$ cat src/rtl/kwdt_pkg.sv
package kwdt_pkg;
  localparam int          CNT_W   = 6;
  localparam int          IDX_W   = 4;
  localparam int          N_INTV  = 12;
  localparam logic [11:0] RST_KEY = 12'hA57;

  // half-second ticks per interval index; 0 for unmapped indices
  function automatic logic [CNT_W-1:0] intv_ticks(input logic [IDX_W-1:0] idx);
    case (idx)
      4'd0:  return 6'd1;
      4'd1:  return 6'd2;
      4'd2:  return 6'd4;
      4'd3:  return 6'd6;
      4'd4:  return 6'd8;
      4'd5:  return 6'd10;
      4'd6:  return 6'd12;
      4'd7:  return 6'd16;
      4'd8:  return 6'd20;
      4'd9:  return 6'd24;
      4'd10: return 6'd28;
      4'd11: return 6'd32;
      default: return 6'd0;
    endcase
  endfunction

  function automatic logic intv_valid(input logic [IDX_W-1:0] idx);
    return 32'(idx) < N_INTV;
  endfunction
endpackage

$ cat src/rtl/kwdt_prescale.sv
module kwdt_prescale #(
  parameter int PRESC_DIV = 62_500_000
) (
  input  logic clk_i,
  input  logic rst_ni,
  input  logic clear_i,
  input  logic run_i,
  output logic tick_o
);
  localparam int PW = (PRESC_DIV > 2) ? $clog2(PRESC_DIV) : 1;
  localparam logic [PW-1:0] LAST = PW'(PRESC_DIV - 1);

  logic [PW-1:0] pre_q;

  assign tick_o = run_i && (pre_q == LAST);

  always_ff @(posedge clk_i or negedge rst_ni) begin
    if (!rst_ni)      pre_q <= '0;
    else if (clear_i) pre_q <= '0;
    else if (run_i)   pre_q <= (pre_q == LAST) ? '0 : pre_q + 1'b1;
  end

  p_pre_bound_r5: assert property (@(posedge clk_i) disable iff (!rst_ni)
    pre_q <= LAST);
  p_phase_restart_r5: assert property (@(posedge clk_i) disable iff (!rst_ni)
    clear_i |=> (pre_q == '0));
endmodule

$ cat src/rtl/kwdt_regs.sv
module kwdt_regs
  import kwdt_pkg::*;
#(
  parameter bit KEYED  = 1'b1,
  parameter int ADDR_W = 8
) (
  input  logic              clk_i,
  input  logic              rst_ni,
  input  logic [ADDR_W-1:0] addr_i,
  input  logic              we_i,
  input  logic [31:0]       wdata_i,
  output logic [31:0]       rdata_o,
  output logic              load_o,
  output logic [IDX_W-1:0]  idx_o,
  output logic              en_o,
  output logic              rst_en_o
);
  localparam logic [ADDR_W-1:0] CTRL_OFS = ADDR_W'(KEYED ? 'h10 : 'h00);
  localparam logic [ADDR_W-1:0] MODE_OFS = ADDR_W'(KEYED ? 'h18 : 'h04);
  localparam int IDX_LSB = KEYED ? 4 : 3;

  logic [31:0] mode_q;
  logic        wr_ctrl, wr_mode, key_ok, restart, en_rise;
  logic [31:0] idx_src;

  assign wr_ctrl = we_i && (addr_i == CTRL_OFS);
  assign wr_mode = we_i && (addr_i == MODE_OFS);
  assign key_ok  = KEYED ? (wdata_i[12:1] == RST_KEY) : 1'b1;
  assign restart = wr_ctrl && wdata_i[0] && key_ok;
  assign en_rise = wr_mode && wdata_i[0] && !mode_q[0];
  assign load_o  = restart || en_rise;
  // an enabling mode write uses the index it carries
  assign idx_src = wr_mode ? wdata_i : mode_q;
  assign idx_o   = idx_src[IDX_LSB +: IDX_W];
  assign en_o    = mode_q[0];

  always_ff @(posedge clk_i or negedge rst_ni) begin
    if (!rst_ni)      mode_q <= '0;
    else if (wr_mode) mode_q <= wdata_i;
  end

  generate
    if (KEYED) begin : g_keyed
      localparam logic [ADDR_W-1:0] IEN_OFS = ADDR_W'('h00);
      localparam logic [ADDR_W-1:0] IST_OFS = ADDR_W'('h04);
      localparam logic [ADDR_W-1:0] CFG_OFS = ADDR_W'('h14);
      logic [31:0] ien_q, ist_q, cfg_q;

      always_ff @(posedge clk_i or negedge rst_ni) begin
        if (!rst_ni) begin
          ien_q <= '0;
          ist_q <= '0;
          cfg_q <= '0;
        end else if (we_i) begin
          if (addr_i == IEN_OFS) ien_q <= wdata_i;
          if (addr_i == IST_OFS) ist_q <= wdata_i;
          if (addr_i == CFG_OFS) cfg_q <= wdata_i;
        end
      end

      assign rst_en_o = cfg_q[0];

      always_comb begin
        rdata_o = '0;
        if (addr_i == IEN_OFS)  rdata_o = ien_q;
        if (addr_i == IST_OFS)  rdata_o = ist_q;
        if (addr_i == CFG_OFS)  rdata_o = cfg_q;
        if (addr_i == MODE_OFS) rdata_o = mode_q;
      end
    end else begin : g_plain
      assign rst_en_o = mode_q[1];

      always_comb begin
        rdata_o = '0;
        if (addr_i == MODE_OFS) rdata_o = mode_q;
      end
    end
  endgenerate

  p_ctrl_reads_zero_r2: assert property (@(posedge clk_i) disable iff (!rst_ni)
    (addr_i == CTRL_OFS) |-> (rdata_o == '0));
  p_bad_key_no_load_r4: assert property (@(posedge clk_i) disable iff (!rst_ni)
    (wr_ctrl && KEYED && (wdata_i[12:1] != RST_KEY)) |-> !load_o);
endmodule

$ cat src/rtl/kwdt_count.sv
module kwdt_count
  import kwdt_pkg::*;
(
  input  logic             clk_i,
  input  logic             rst_ni,
  input  logic             load_i,
  input  logic [IDX_W-1:0] idx_i,
  input  logic             tick_i,
  input  logic             en_i,
  input  logic             rst_en_i,
  output logic             run_o,
  output logic             sys_rst_o
);
  logic [CNT_W-1:0] cnt_q;
  logic             run_q, req_q;

  always_ff @(posedge clk_i or negedge rst_ni) begin
    if (!rst_ni) begin
      cnt_q <= '0;
      run_q <= 1'b0;
      req_q <= 1'b0;
    end else begin
      req_q <= 1'b0;
      if (load_i) begin
        if (intv_valid(idx_i)) cnt_q <= intv_ticks(idx_i);
        run_q <= 1'b1;
      end else if (tick_i && run_q) begin
        if (cnt_q <= CNT_W'(1)) begin
          cnt_q <= '0;
          run_q <= 1'b0;
          req_q <= en_i && rst_en_i;
        end else begin
          cnt_q <= cnt_q - 1'b1;
        end
      end
    end
  end

  assign run_o     = run_q;
  assign sys_rst_o = req_q;

  p_req_single_r9: assert property (@(posedge clk_i) disable iff (!rst_ni)
    sys_rst_o |=> !sys_rst_o);
  p_req_gated_r9: assert property (@(posedge clk_i) disable iff (!rst_ni)
    sys_rst_o |-> $past(en_i && rst_en_i));
  p_halt_after_r10: assert property (@(posedge clk_i) disable iff (!rst_ni)
    sys_rst_o |-> !run_q);
  p_cnt_max_r7: assert property (@(posedge clk_i) disable iff (!rst_ni)
    cnt_q <= CNT_W'(32));
endmodule

$ cat src/rtl/keyed_wdt.sv
module keyed_wdt
  import kwdt_pkg::*;
#(
  parameter bit KEYED     = 1'b1,
  parameter int PRESC_DIV = 62_500_000,
  parameter int ADDR_W    = 8
) (
  input  logic              clk_i,
  input  logic              rst_ni,
  input  logic [ADDR_W-1:0] addr_i,
  input  logic              we_i,
  input  logic [31:0]       wdata_i,
  output logic [31:0]       rdata_o,
  output logic              sys_rst_o
);
  logic             load, en, rst_en, run, tick;
  logic [IDX_W-1:0] idx;

  kwdt_regs #(.KEYED(KEYED), .ADDR_W(ADDR_W)) u_regs (
    .clk_i, .rst_ni, .addr_i, .we_i, .wdata_i, .rdata_o,
    .load_o(load), .idx_o(idx), .en_o(en), .rst_en_o(rst_en)
  );

  kwdt_prescale #(.PRESC_DIV(PRESC_DIV)) u_pre (
    .clk_i, .rst_ni, .clear_i(load), .run_i(run), .tick_o(tick)
  );

  kwdt_count u_cnt (
    .clk_i, .rst_ni, .load_i(load), .idx_i(idx), .tick_i(tick),
    .en_i(en), .rst_en_i(rst_en), .run_o(run), .sys_rst_o
  );

  p_reset_quiet_r1: assert property (@(posedge clk_i) disable iff (!rst_ni)
    $rose(rst_ni) |-> !sys_rst_o);
endmodule

$ cat config.mk
export PLATFORM = sky130hd
export DESIGN_NAME = keyed_wdt
export DESIGN_NICKNAME = d
export VERILOG_FILES = /design/src/rtl/kwdt_pkg.sv /design/src/rtl/kwdt_prescale.sv /design/src/rtl/kwdt_regs.sv /design/src/rtl/kwdt_count.sv /design/src/rtl/keyed_wdt.sv
export SDC_FILE = /design/constraint.sdc
export NUM_CORES = 1
export LEC_CHECK = 0
export BUFFER_PORTS_ARGS = -buffer_cell sky130_fd_sc_hd__buf_2
export CAP_MARGIN = 15
export CORE_ASPECT_RATIO = 0.9
export CORE_MARGIN = 2
export CORE_UTILIZATION = 25
export DETAILED_ROUTE_END_ITERATION = 7
export SYNTH_ARGS = -nofsm -noshare
export SYNTH_HDL_FRONTEND = slang
export SYNTH_SLANG_ARGS = --single-unit
$ cat constraint.sdc
create_clock -name clk_i -period 2.3 [get_ports clk_i]
set_input_delay 0.115 -clock clk_i [delete_from_list [all_inputs] [get_ports clk_i]]
set_output_delay 0.115 -clock clk_i [all_outputs]
set_load 0.05 [all_outputs]
==> flow_summary.json, run 1 <==
{
  "run_status": "finished clean",
  "num_rows": 61,
  "ioPinCount": 76,
  "clk-insertion-delay-late_ns": 0.43,
  "h-tree-depth": 4,
  "cellLeakagePower_nw": 4.71,
  "peak_supply_drop_mv": 0.449,
  "critical_path_arrival_ns": 2.54,
  "postLayoutSetupSlackWorst_ns": 0.0974,
  "share_clk_of_total_power": 0.457,
  "cts_inserted_buffers": 17,
  "synth.most_common_cell": "sky130_fd_sc_hd__dfrtp_1",
  "remaining_drc_errors": 0,
  "power_frac_comb": 0.083,
  "rsz0062_at_grt": "true",
  "worstSetupStartpointType": "register",
  "p_switching_w": 0.00166,
  "synth-seq-cells": 162,
  "finalCoreUtilization": 0.325,
  "route.detailed.vias_per_inst": 4.68,
  "worstSetupEndpointType": "register",
  "ctsLongestPathBuffers": 2,
  "fp.dieArea_um2": 33200,
  "cap_viol_max_count": 0,
  "route.final.wire_length_um": 20000,
  "io_buffer_count": 75,
  "first_pass_grt_wire_length_um": 32900,
  "busiest_layer": "met2",
  "syn-cell-area_um2": 7940,
  "place_congestion": 0.795,
  "tightestPinTransition_ns": 0.520,
  "max_freq_mhz": 454,
  "fin_skew_ns": 0.0119,
  "start_util": 0.255,
  "initialDrtViolationCount": 322,
  "r2r-end": "u_pre.pre_q[8]$_DFFE_PN0P_",
  "timing_hold_violations_final": 0,
  "slew_headroom": 0.653,
  "final_nets": 847,
  "timing.hold.worst.class": "in -> reg",
  "worstPathCellList": "ha_2, and4_1, nand2_1, nor4_4, buf_4, buf_4, or3_1, or3_1, o21ai_0",
  "synth_async_sr_flop_share": 1.00,
  "post_synthesis_net_count": 718,
  "ratio_of_total_power_to_cell_area_nw_per_um2": 664,
  "placeableCoreArea_um2": 31100,
  "grt_util_met3": 0.0313,
  "clockRootBuffer": "sky130_fd_sc_hd__clkbuf_16",
  "finalInstanceArea_um2": 10100,
  "hold_end": "u_regs.mode_q[11]$_DFFE_PN0P_",
  "floorplan.die.height_um": 173,
  "numPlacedInstances": 1157,
  "placement.setup.worst_slack_ns": 0.0592,
  "intPower_w": 0.00505,
  "tritoncts_clock_tree": "yes",
  "ys_seq_area_frac": 0.511,
  "number_of_warnings_reported_in_the_yosys_synthesis_log": 0,
  "placed_area_um2": 9150,
  "grt_start_max_net_pins": 62,
  "synth-edff-count": 0,
  "initial_antenna_violation_count": 0,
  "grt.overflow.total": 0,
  "dp_hpwl_um": 13500,
  "library_cell_occupying_the_most_area_in_the_post_synthesis_netlist": "sky130_fd_sc_hd__dfrtp_1",
  "drive_gt1_frac": 0.403,
  "endpoints_failing_setup": 0,
  "post_synth_main_area_contributors": "sky130_fd_sc_hd__dfrtp_1, sky130_fd_sc_hd__mux2_2, sky130_fd_sc_hd__a22oi_1",
  "synth.avg_cell_area_um2": 11.9,
  "cp_slowest_cell": "sky130_fd_sc_hd__dfrtp_1",
  "r2r_slack_ns": 0.1,
  "hold_path_depth": 2,
  "syn_to_final_growth_pct": 27.4,
  "global_route_usage_over_all_layers": 0.125,
  "pwr-share-seq": 0.460,
  "timing.final.max_slew_violations": 0,
  "timing.final.crit_share": 0.958,
  "globalRouteMet1Util": 0.173,
  "worst_hold_startpoint": "wdata_i[11]",
  "final_worst_path_period_need_ns": 2.20,
  "rr_worst_depth": 9,
  "drt_pass1_iterations": 5,
  "ys_types": 57,
  "fp.dieW_um": 192,
  "switching_share": 0.247,
  "timing.setup.critical_path_class": "reg -> reg",
  "worst_r2r_startpoint": "u_pre.pre_q[1]$_DFFE_PN0P_",
  "grt_pass1_vias": 5948,
  "stdcell_count": 1218,
  "critical_path.max_stage_delay_ns": 0.40,
  "avgRoutedWirePerCell_um": 16.4,
  "synth_top_flop_cell": "sky130_fd_sc_hd__dfrtp_1",
  "global_route.usage.met2": 0.200,
  "antenna-diode-count": 0,
  "critical_path_peak_fanout": 6,
  "synth_top_area_frac": 0.511,
  "cp.required_ns": 2.64,
  "tritoncts_num_sinks": 162,
  "syn_inst": 667,
  "synth_commonest_cells": "sky130_fd_sc_hd__dfrtp_1, sky130_fd_sc_hd__mux2_2, sky130_fd_sc_hd__nand2_1, sky130_fd_sc_hd__o21ai_0, sky130_fd_sc_hd__a22oi_1",
  "route.antenna.remaining_nets": 0,
  "clk_pin_slew_ns": 0.07,
  "dr_total_vias": 5700
}
==> per-stage QoR <==
stage / total power [W] / hold WS (ns) / TNS, ns
floorplan: 0.00340 / -0.181 / 0
global placement: 0.00365 / 0.102 / 0
detailed placement: 0.00366 / 0.100 / 0
CTS: 0.00679 / 0.00979 / 0
global route: 0.00699 / 0.0193 / -0.00643
finish: 0.00671 / 0.0134 / 0
==> layout by cell type (no fill, tap or decap), drive strengths merged, types with 13 or more instances in the layout <==
master	count
dfrtp	162
mux2	152
buf	121
nand2	51
o21ai	43
a22oi	32
nor2	31
dlygate4sd3	27
clkbuf	19
inv	17
mux2i	14
nand3	14
nor3	13
==> routing by layer <==
| metal | up-vias | share of wire | wire length [um] |
|---|---|---|---|
| li1 | 2683 | - | - |
| met5 | - | 0 | 0 |
| met4 | 0 | 0.0032 | 63 |
| met1 | 2900 | 0.48 | 9610 |
| met3 | 6 | 0.044 | 885 |
| met2 | 111 | 0.47 | 9400 |
==> worst max path at each step <==
| stage | from | to | slack, ns | depth (start not counted) |
|---|---|---|---|---|
| 6_report | u_pre.pre_q[1]$_DFFE_PN0P_ | u_pre.pre_q[8]$_DFFE_PN0P_ | 0.1 | 9 |
| 4_1_cts | u_pre.pre_q[18]$_DFFE_PN0P_ | u_cnt.cnt_q[3]$_DFFE_PN0P_ | 0.04 | 7 |
| 2_1_floorplan | addr_i[4] | u_cnt.cnt_q[2]$_DFFE_PN0P_ | 0.009 | 12 |
| 3_5_place_dp | u_pre.pre_q[18]$_DFFE_PN0P_ | u_cnt.cnt_q[3]$_DFFE_PN0P_ | 0.06 | 7 |
| 3_3_place_gp | addr_i[0] | u_cnt.cnt_q[2]$_DFFE_PN0P_ | 0.1 | 10 |
| 5_1_grt | u_pre.pre_q[1]$_DFFE_PN0P_ | u_cnt.cnt_q[3]$_DFFE_PN0P_ | -0.006 | 8 |
==> final cells by class <==
| type | count | area [um^2] |
|---|---|---|
| Timing Repair Buffer | 148 | 1130 |
| Clock buffer | 19 | 443 |
| Tap cell | 409 | 512 |
| Sequential cell | 162 | 4050 |
| Clock inverter | 13 | 185 |
| Inverter | 9 | 33.8 |
| Multi-Input combinational cell | 458 | 3750 |
| Fill cell | 3097 | 21000 |
==> repair_timing <==
item	in CTS	in global routing
setup endpoints to repair	0	24
hold endpoints to repair	152	0
resized for setup	0	8
setup buffers	0	2
hold buffers	27	0
==> power groups by stage <==
stage	clock network [W]	logic, W	registers [W]
after floorplan	0	0.000282	0.00312
after global placement	0	0.000514	0.00313
after detailed placement	0	0.000522	0.00314
after CTS	0.00315	0.000561	0.00308
after global routing	0.00326	0.000623	0.00310
final	0.00307	0.000555	0.00309
==> kinds of logic (layout without fill, tap and decap cells) <==
kind of cell | count (synthesis) | in the layout | synth area share
flip-flops | 162 | 162 | 0.511
buffers and inverters | 47 | 189 | 0.0254
XOR/XNOR | 16 | 16 | 0.0177
AO/OA/AOI/OAI | 106 | 106 | 0.0856
AND/OR/NAND/NOR | 162 | 162 | 0.114
multiplexers | 166 | 166 | 0.233
adder cells (fa/ha/maj) | 8 | 8 | 0.0126
==> sequential cells by signal, summed over array words and instances, names as in the netlist <==
name and count:
u_regs.g_keyed.ien_q 32, u_regs.mode_q 32, u_cnt.run_o 1, u_regs.g_keyed.ist_q 32, u_regs.g_keyed.cfg_q 32, u_pre.pre_q 26, u_cnt.cnt_q 6, u_cnt.sys_rst_o 1
==> worst max-delay path, delay by kind of cell (launching register included) <==
kind	cells	cell delay, ns
AOI/OAI and AO/OA	1	0.08
and+or+nand+nor	5	1.16
DFF	1	0.40
adders and majority gates	1	0.19
buffers and inverters	2	0.29
(Power assumes the default switching activity.)
==> inputs of run 2 (changes only) <==
Settings changed: CORE_MARGIN 2 to 4, SLEW_MARGIN set to 20.
==> run 2 against run 1 <==
  * Final cell count is 0.25% higher
  * Critical path depth stayed put
  * Wire length is 0.18% lower
  * Design area is 0.84% lower
  * Die area is 4.4% higher
  * Largest cell class unchanged
  * Sequential power hardly changed
  * Register-to-register slack hardly changed
  * Largest power group unchanged
  * Clock skew is 0.0015 ns lower
  * Clock-buffer cell count stayed put
  * Clock power is 9.1% lower
==> flow_summary.json, run 2 (synthesized netlist as in run 1, its figures left out) <==
{
  "h-tree-depth": 4,
  "fill_cells": 3074,
  "antenna-diode-count": 0,
  "critical_path.max_stage_delay_ns": 0.40,
  "peak_supply_drop_mv": 0.411,
  "area.sequential_um2": 4050,
  "avgRoutedWirePerCell_um": 16.3,
  "route.final.wire_length_um": 19900,
  "clockRootBuffer": "sky130_fd_sc_hd__clkbuf_16",
  "layout_common_cells": "sky130_fd_sc_hd__dfrtp_1, sky130_fd_sc_hd__mux2_2, sky130_fd_sc_hd__buf_2",
  "initialDrtViolationCount": 350,
  "num_rows": 61,
  "tightestPinTransition_ns": 0.589,
  "cp_slowest_cell": "sky130_fd_sc_hd__dfrtp_1",
  "cts_inserted_buffers": 17,
  "ratio_of_total_power_to_cell_area_nw_per_um2": 641,
  "worstPathCellList": "ha_1, and4_1, nand2_2, nor4_4, buf_4, buf_4, or3_4, or3_1, o21ai_0",
  "dp_hpwl_um": 13700,
  "timing.setup.critical_path_class": "reg -> reg",
  "remaining_drc_errors": 0,
  "drive_gt1_frac": 0.403,
  "ioPinCount": 76,
  "layout.cells.most_common": "sky130_fd_sc_hd__dfrtp_1",
  "worstSetupEndpointType": "register",
  "dr_total_vias": 5733,
  "clk-insertion-delay-late_ns": 0.43,
  "max_freq_mhz": 456,
  "critical_path_peak_fanout": 11,
  "grt.overflow.total": 0,
  "ctsLongestPathBuffers": 2,
  "rsz0062_at_grt": "false",
  "io_buffer_count": 75,
  "cap_viol_max_count": 0,
  "tritoncts_clock_tree": "yes",
  "slew_headroom": 0.604,
  "run_status": "finished clean",
  "post_cts.repair.setup_buffers": 0,
  "tritoncts_num_sinks": 162,
  "multi_input_combinational_cell_area_um2": 3730,
  "critical_path_arrival_ns": 2.53,
  "initial_antenna_violation_count": 0,
  "rr_worst_depth": 9,
  "global_route_usage_over_all_layers": 0.117,
  "hold_path_depth": 2,
  "drt_pass1_iterations": 4,
  "placement.setup.worst_slack_ns": 0.0210,
  "final_worst_path_period_need_ns": 2.19,
  "timing.final.crit_share": 0.953,
  "grt_pass1_vias": 5982,
  "cellLeakagePower_nw": 4.68,
  "endpoints_failing_setup": 0,
  "timing.hold.worst.class": "in -> reg",
  "start_util": 0.255,
  "syn_to_final_growth_pct": 26.3,
  "timing.final.max_slew_violations": 0,
  "fp.dieW_um": 196,
  "placeableCoreArea_um2": 31100,
  "grt_start_max_net_pins": 54,
  "fin_skew_ns": 0.0104,
  "floorplan.die.height_um": 177,
  "postLayoutSetupSlackWorst_ns": 0.108,
  "timing_hold_violations_final": 0,
  "final_nets": 850,
  "route.antenna.remaining_nets": 0,
  "worstSetupStartpointType": "register",
  "crit_path_frequent_cell": "sky130_fd_sc_hd__buf_4",
  "first_pass_grt_wire_length_um": 32800,
  "cp.required_ns": 2.64,
  "place_congestion": 0.777,
  "fin_tns_setup_ns": 0,
  "route.detailed.vias_per_inst": 4.70,
  "clk_pin_slew_ns": 0.07,
  "fp.dieArea_um2": 34700
}
## run 2: cell types whose count changed in the layout (fill, tap and decap cells not counted), sizes merged
cell	delta
bufinv	-3
buf	+3
inv	+1
clkinvlp	+2
## run 2: per-stage QoR
stage           util  total power (W)  instance area (um^2)  hold slack, ns  instances
2_1_floorplan      -          0.00340                  7970          -0.181        667
3_3_place_gp   0.295          0.00365                  9160          0.0953       1162
3_5_place_dp   0.295          0.00366                  9160          0.0946       1162
4_1_cts        0.322          0.00651                 10000          0.0100       1221
5_1_grt        0.323          0.00669                 10000          0.0216       1221
6_report       0.323          0.00643                 10000          0.0215       1221
## run 2: routing by layer
layer,wire length [um],up-vias,track usage
li1,-,2701,-
met1,9670,2922,0.164
met2,9360,96,0.189
met3,718,14,0.0236
met4,170,0,0.0262
met5,0,-,0
## run 2: area by class of cell
| cell class | count | share of cell area |
|---|---|---|
| inverters | 9 | 0.00337 |
| clock buffers | 19 | 0.0442 |
| well taps | 409 | 0.0510 |
| multi-input cells | 458 | 0.372 |
| clock inverters | 13 | 0.0134 |
| repair buffers | 151 | 0.112 |
| flip-flops and latches | 162 | 0.404 |
## run 2: power by group
group	total, W	leakage [nW]	switching [W]	internal (W)
logic	0.000554	2.21	0.000282	0.000271
clock network	0.00279	0.279	0.00131	0.00148
registers	0.00309	2.19	0.0000939	0.00299
## run 2: repair_timing
action | 4_1_cts | 5_1_grt
hold buffers | 27 | 0
setup endpoints to repair | 0 | 8
resized for setup | 0 | 4
hold endpoints to repair | 147 | 0
## run 2: critical path, delay by kind of cell, from the launching register on
kind                     cells  cell delay [ns]
AND/OR/NAND/NOR              5             1.11
adder cells (fa/ha/maj)      1             0.21
flip-flops                   1             0.40
buffers and inverters        2             0.29
AO/OA/AOI/OAI                1             0.10
## run 2: path summary, 6_finish.rpt
kind	startpoint	endpoint	slack [ns]
setup / recovery	u_pre.pre_q[1]$_DFFE_PN0P_	u_pre.pre_q[8]$_DFFE_PN0P_	0.11
hold / removal	wdata_i[9]	u_regs.mode_q[9]$_DFFE_PN0P_	0.02
setup reg to reg	u_pre.pre_q[1]$_DFFE_PN0P_	u_pre.pre_q[8]$_DFFE_PN0P_	0.11
hold reg to reg	u_regs.g_keyed.cfg_q[17]$_DFFE_PN0P_	u_regs.g_keyed.cfg_q[17]$_DFFE_PN0P_	0.50
max in group asynchronous	rst_ni	u_cnt.run_o$_DFFE_PN0P_	1.39
min in group asynchronous	rst_ni	u_pre.pre_q[14]$_DFFE_PN0P_	0.21
==> inputs of run 3 (changes only) <==
Settings changed: BUFFER_PORTS_ARGS -buffer_cell sky130_fd_sc_hd__buf_2 to unset, DONT_BUFFER_PORTS set to 1, SYNTH_HIERARCHICAL set to 1.
==> run 3 against run 2 <==
  * Wire length increased by 8.7%
  * Clock power increased by 3%
  * Sequential share of layout area decreased by 1.9 points
  * Largest cell class unchanged
  * Register-to-register slack got worse by 0.04 ns
  * The flow now finishes with violations (negative hold slack)
  * Worst hold slack got worse by 0.63 ns
==> flow_summary.json, run 3 <==
{
  "rr_worst_depth": 7,
  "ioPinCount": 76,
  "peak_supply_drop_mv": 0.422,
  "synth.avg_cell_area_um2": 12.5,
  "worst_path_dominant_cell_family": "simple AND/OR/NAND/NOR gates",
  "global_route_usage_over_all_layers": 0.120,
  "tritoncts_num_sinks": 162,
  "syn_inst": 669,
  "syn-cell-area_um2": 8370,
  "worst_r2r_startpoint": "u_pre/pre_q[8]$_DFFE_PN0P_",
  "synth_top_flop_cell": "sky130_fd_sc_hd__dfrtp_1",
  "max_freq_mhz": 449,
  "critical_path_peak_fanout": 5,
  "dr_total_vias": 5912,
  "timing.setup.critical_path_class": "reg -> reg",
  "layout_common_cells": "sky130_fd_sc_hd__dfrtp_1, sky130_fd_sc_hd__mux2_2, sky130_fd_sc_hd__buf_4",
  "route.detailed.vias_per_inst": 4.98,
  "endpoints_failing_setup": 0,
  "timing.hold.ws_ns": -0.612,
  "synth.most_common_cell": "sky130_fd_sc_hd__dfrtp_1",
  "cellLeakagePower_nw": 4.69,
  "antenna-diode-count": 0,
  "timing.final.crit_share": 0.969,
  "timing.hold.worst.class": "in -> async",
  "io_buffer_count": 0,
  "r2r_slack_ns": 0.07,
  "route.final.wire_length_um": 21700,
  "first_pass_grt_wire_length_um": 34700,
  "synth_async_sr_flop_share": 1.00,
  "critical_path_arrival_ns": 2.54,
  "post_synth_main_area_contributors": "sky130_fd_sc_hd__dfrtp_1, sky130_fd_sc_hd__mux2_2, sky130_fd_sc_hd__mux2i_1",
  "post_synthesis_net_count": 720,
  "timing.final.max_slew_violations": 0,
  "synth-seq-cells": 162,
  "cp_slowest_cell": "sky130_fd_sc_hd__dfrtp_1",
  "grt_pass1_vias": 6151,
  "clk_pin_slew_ns": 0.07,
  "tritoncts_clock_tree": "yes",
  "stdcell_count": 1187,
  "remaining_drc_errors": 0,
  "start_util": 0.254,
  "cap_viol_max_count": 0,
  "timing_hold_violations_final": 162,
  "num_rows": 63,
  "floorplan.die.height_um": 182,
  "layout.cells.most_common": "sky130_fd_sc_hd__dfrtp_1",
  "run_status": "finished with violations",
  "slew_headroom": 0.649,
  "grt_start_max_net_pins": 163,
  "fin_skew_ns": 0.00976,
  "ys_seq_area_frac": 0.484,
  "clk-insertion-delay-late_ns": 0.43,
  "fp.dieArea_um2": 36500,
  "synth_top_area_frac": 0.484,
  "path_depth": 7,
  "cts_inserted_buffers": 17,
  "worstSetupEndpointType": "register",
  "number_of_warnings_reported_in_the_yosys_synthesis_log": 6,
  "syn_to_final_growth_pct": 25.7,
  "drt_pass1_iterations": 4,
  "tightestPinTransition_ns": 0.526,
  "final_nets": 803,
  "synth-edff-count": 0,
  "dp_hpwl_um": 13800,
  "ratio_of_total_power_to_cell_area_nw_per_um2": 615,
  "placeableCoreArea_um2": 33000,
  "initial_antenna_violation_count": 1,
  "library_cell_occupying_the_most_area_in_the_post_synthesis_netlist": "sky130_fd_sc_hd__dfrtp_1",
  "drive_gt1_frac": 0.341,
  "violations": "negative hold slack",
  "h-tree-depth": 4,
  "critical_path.max_stage_delay_ns": 0.39,
  "r2r-end": "u_cnt/cnt_q[4]$_DFFE_PN0P_",
  "cts.hold.buffers_added": 34,
  "clockRootBuffer": "sky130_fd_sc_hd__clkbuf_16",
  "path_buf_inv": 0,
  "fp.dieW_um": 201,
  "route.antenna.remaining_nets": 0,
  "avgRoutedWirePerCell_um": 18.2,
  "synth_commonest_cells": "sky130_fd_sc_hd__dfrtp_1, sky130_fd_sc_hd__mux2_2, sky130_fd_sc_hd__nor3_1, sky130_fd_sc_hd__mux2i_1, sky130_fd_sc_hd__a221o_1",
  "final_worst_path_period_need_ns": 2.23,
  "place_congestion": 0.865,
  "ys_types": 75,
  "numPlacedInstances": 1120,
  "grt.overflow.total": 0,
  "worstPathCellList": "nor4b_2, nand4_1, nor4bb_2, a21oi_1, a31oi_2, o21ai_2, a211o_1",
  "cp.required_ns": 2.61,
  "ctsLongestPathBuffers": 2,
  "worstSetupStartpointType": "register",
  "initialDrtViolationCount": 304
}
==> run 3: changes by cell type after synthesis, sizes merged, moves of 10 or more <==
cell / previous run / this run
nor3: 13 / 35
a22oi: 32 / 1
nand2: 51 / 22
mux2i: 14 / 34
a221o: 0 / 32
nand4: 6 / 16
mux2: 152 / 128
buf: 23 / 33
or4: 0 / 13
o21ai: 43 / 9
==> run 3: cells by family after synthesis <==
group           count (synthesis)  synth area share
simple gates                  188             0.143
mux                           162             0.220
compound gates                 90            0.0909
flops                         162             0.484
fa+ha+maj                       8            0.0120
xor+xnor                        7           0.00732
buf+inv                        52            0.0433
==> run 3: cell type report <==
cell class / count / area [um^2]
Tap cell: 422 / 528
Sequential cell: 162 / 4050
Multi-Input combinational cell: 455 / 4000
Fill cell: 3234 / 22500
Clock buffer: 19 / 443
Clock inverter: 13 / 148
Timing Repair Buffer: 109 / 1330
Inverter: 7 / 26.3
==> run 3: what timing repair did <==
action | in CTS | in global routing
setup endpoints to repair | 5 | 13
hold endpoints to repair | 290 | 162
buffers inserted | 0 | 1
resized for setup | 1 | 3
==> run 3: worst max path at each step <==
stage | endpoint | start | slack (ns)
floorplan | u_pre/pre_q[19]$_DFFE_PN0P_ | addr_i[2] | 0.02
global placement | u_cnt/cnt_q[4]$_DFFE_PN0P_ | u_pre/pre_q[12]$_DFFE_PN0P_ | -0.06
detailed placement | u_cnt/cnt_q[4]$_DFFE_PN0P_ | u_pre/pre_q[12]$_DFFE_PN0P_ | -0.09
CTS | u_cnt/cnt_q[4]$_DFFE_PN0P_ | u_pre/pre_q[12]$_DFFE_PN0P_ | 0.03
global route | u_cnt/cnt_q[4]$_DFFE_PN0P_ | u_pre/pre_q[9]$_DFFE_PN0P_ | -0.07
finish | u_cnt/cnt_q[4]$_DFFE_PN0P_ | u_pre/pre_q[8]$_DFFE_PN0P_ | 0.07
==> run 3: worst register-to-register path: stages (launching register included) <==
cell                       delay, ns
sky130_fd_sc_hd__dfrtp_1        0.39
sky130_fd_sc_hd__nor4b_2        0.33
sky130_fd_sc_hd__nand4_1        0.16
sky130_fd_sc_hd__nor4bb_2       0.36
sky130_fd_sc_hd__a21oi_1        0.15
sky130_fd_sc_hd__a31oi_2        0.31
sky130_fd_sc_hd__o21ai_2        0.09
sky130_fd_sc_hd__a211o_1        0.30
==> run 3: routing by layer <==
| layer | GRT usage | part of all wire |
|---|---|---|
| met1 | 0.154 | 0.46 |
| met2 | 0.203 | 0.49 |
| met3 | 0.0232 | 0.037 |
| met4 | 0.0438 | 0.016 |
| met5 | 0 | 0 |
==> run 3: where the power goes <==
part | switching (W) | total, W | internal, W
clock network | 0.00122 | 0.00287 | 0.00165
logic | 0.000233 | 0.000501 | 0.000267
registers | 0.000105 | 0.00311 | 0.00300
total | 0.00156 | 0.00647 | 0.00492
==> run 3: metrics by stage <==
step / util / setup TNS (ns) / instance area, um^2 / total power (W) / setup WS (ns)
after CTS: 0.318 / 0 / 10500 / 0.00657 / 0.0304
after detailed placement: 0.290 / -0.212 / 9560 / 0.00358 / -0.0872
final: 0.319 / 0 / 10500 / 0.00647 / 0.0723
after global routing: 0.319 / -0.190 / 10500 / 0.00675 / -0.0663
after global placement: 0.290 / -0.117 / 9560 / 0.00356 / -0.0613
after floorplan: - / 0 / 8390 / 0.00346 / 0.0193
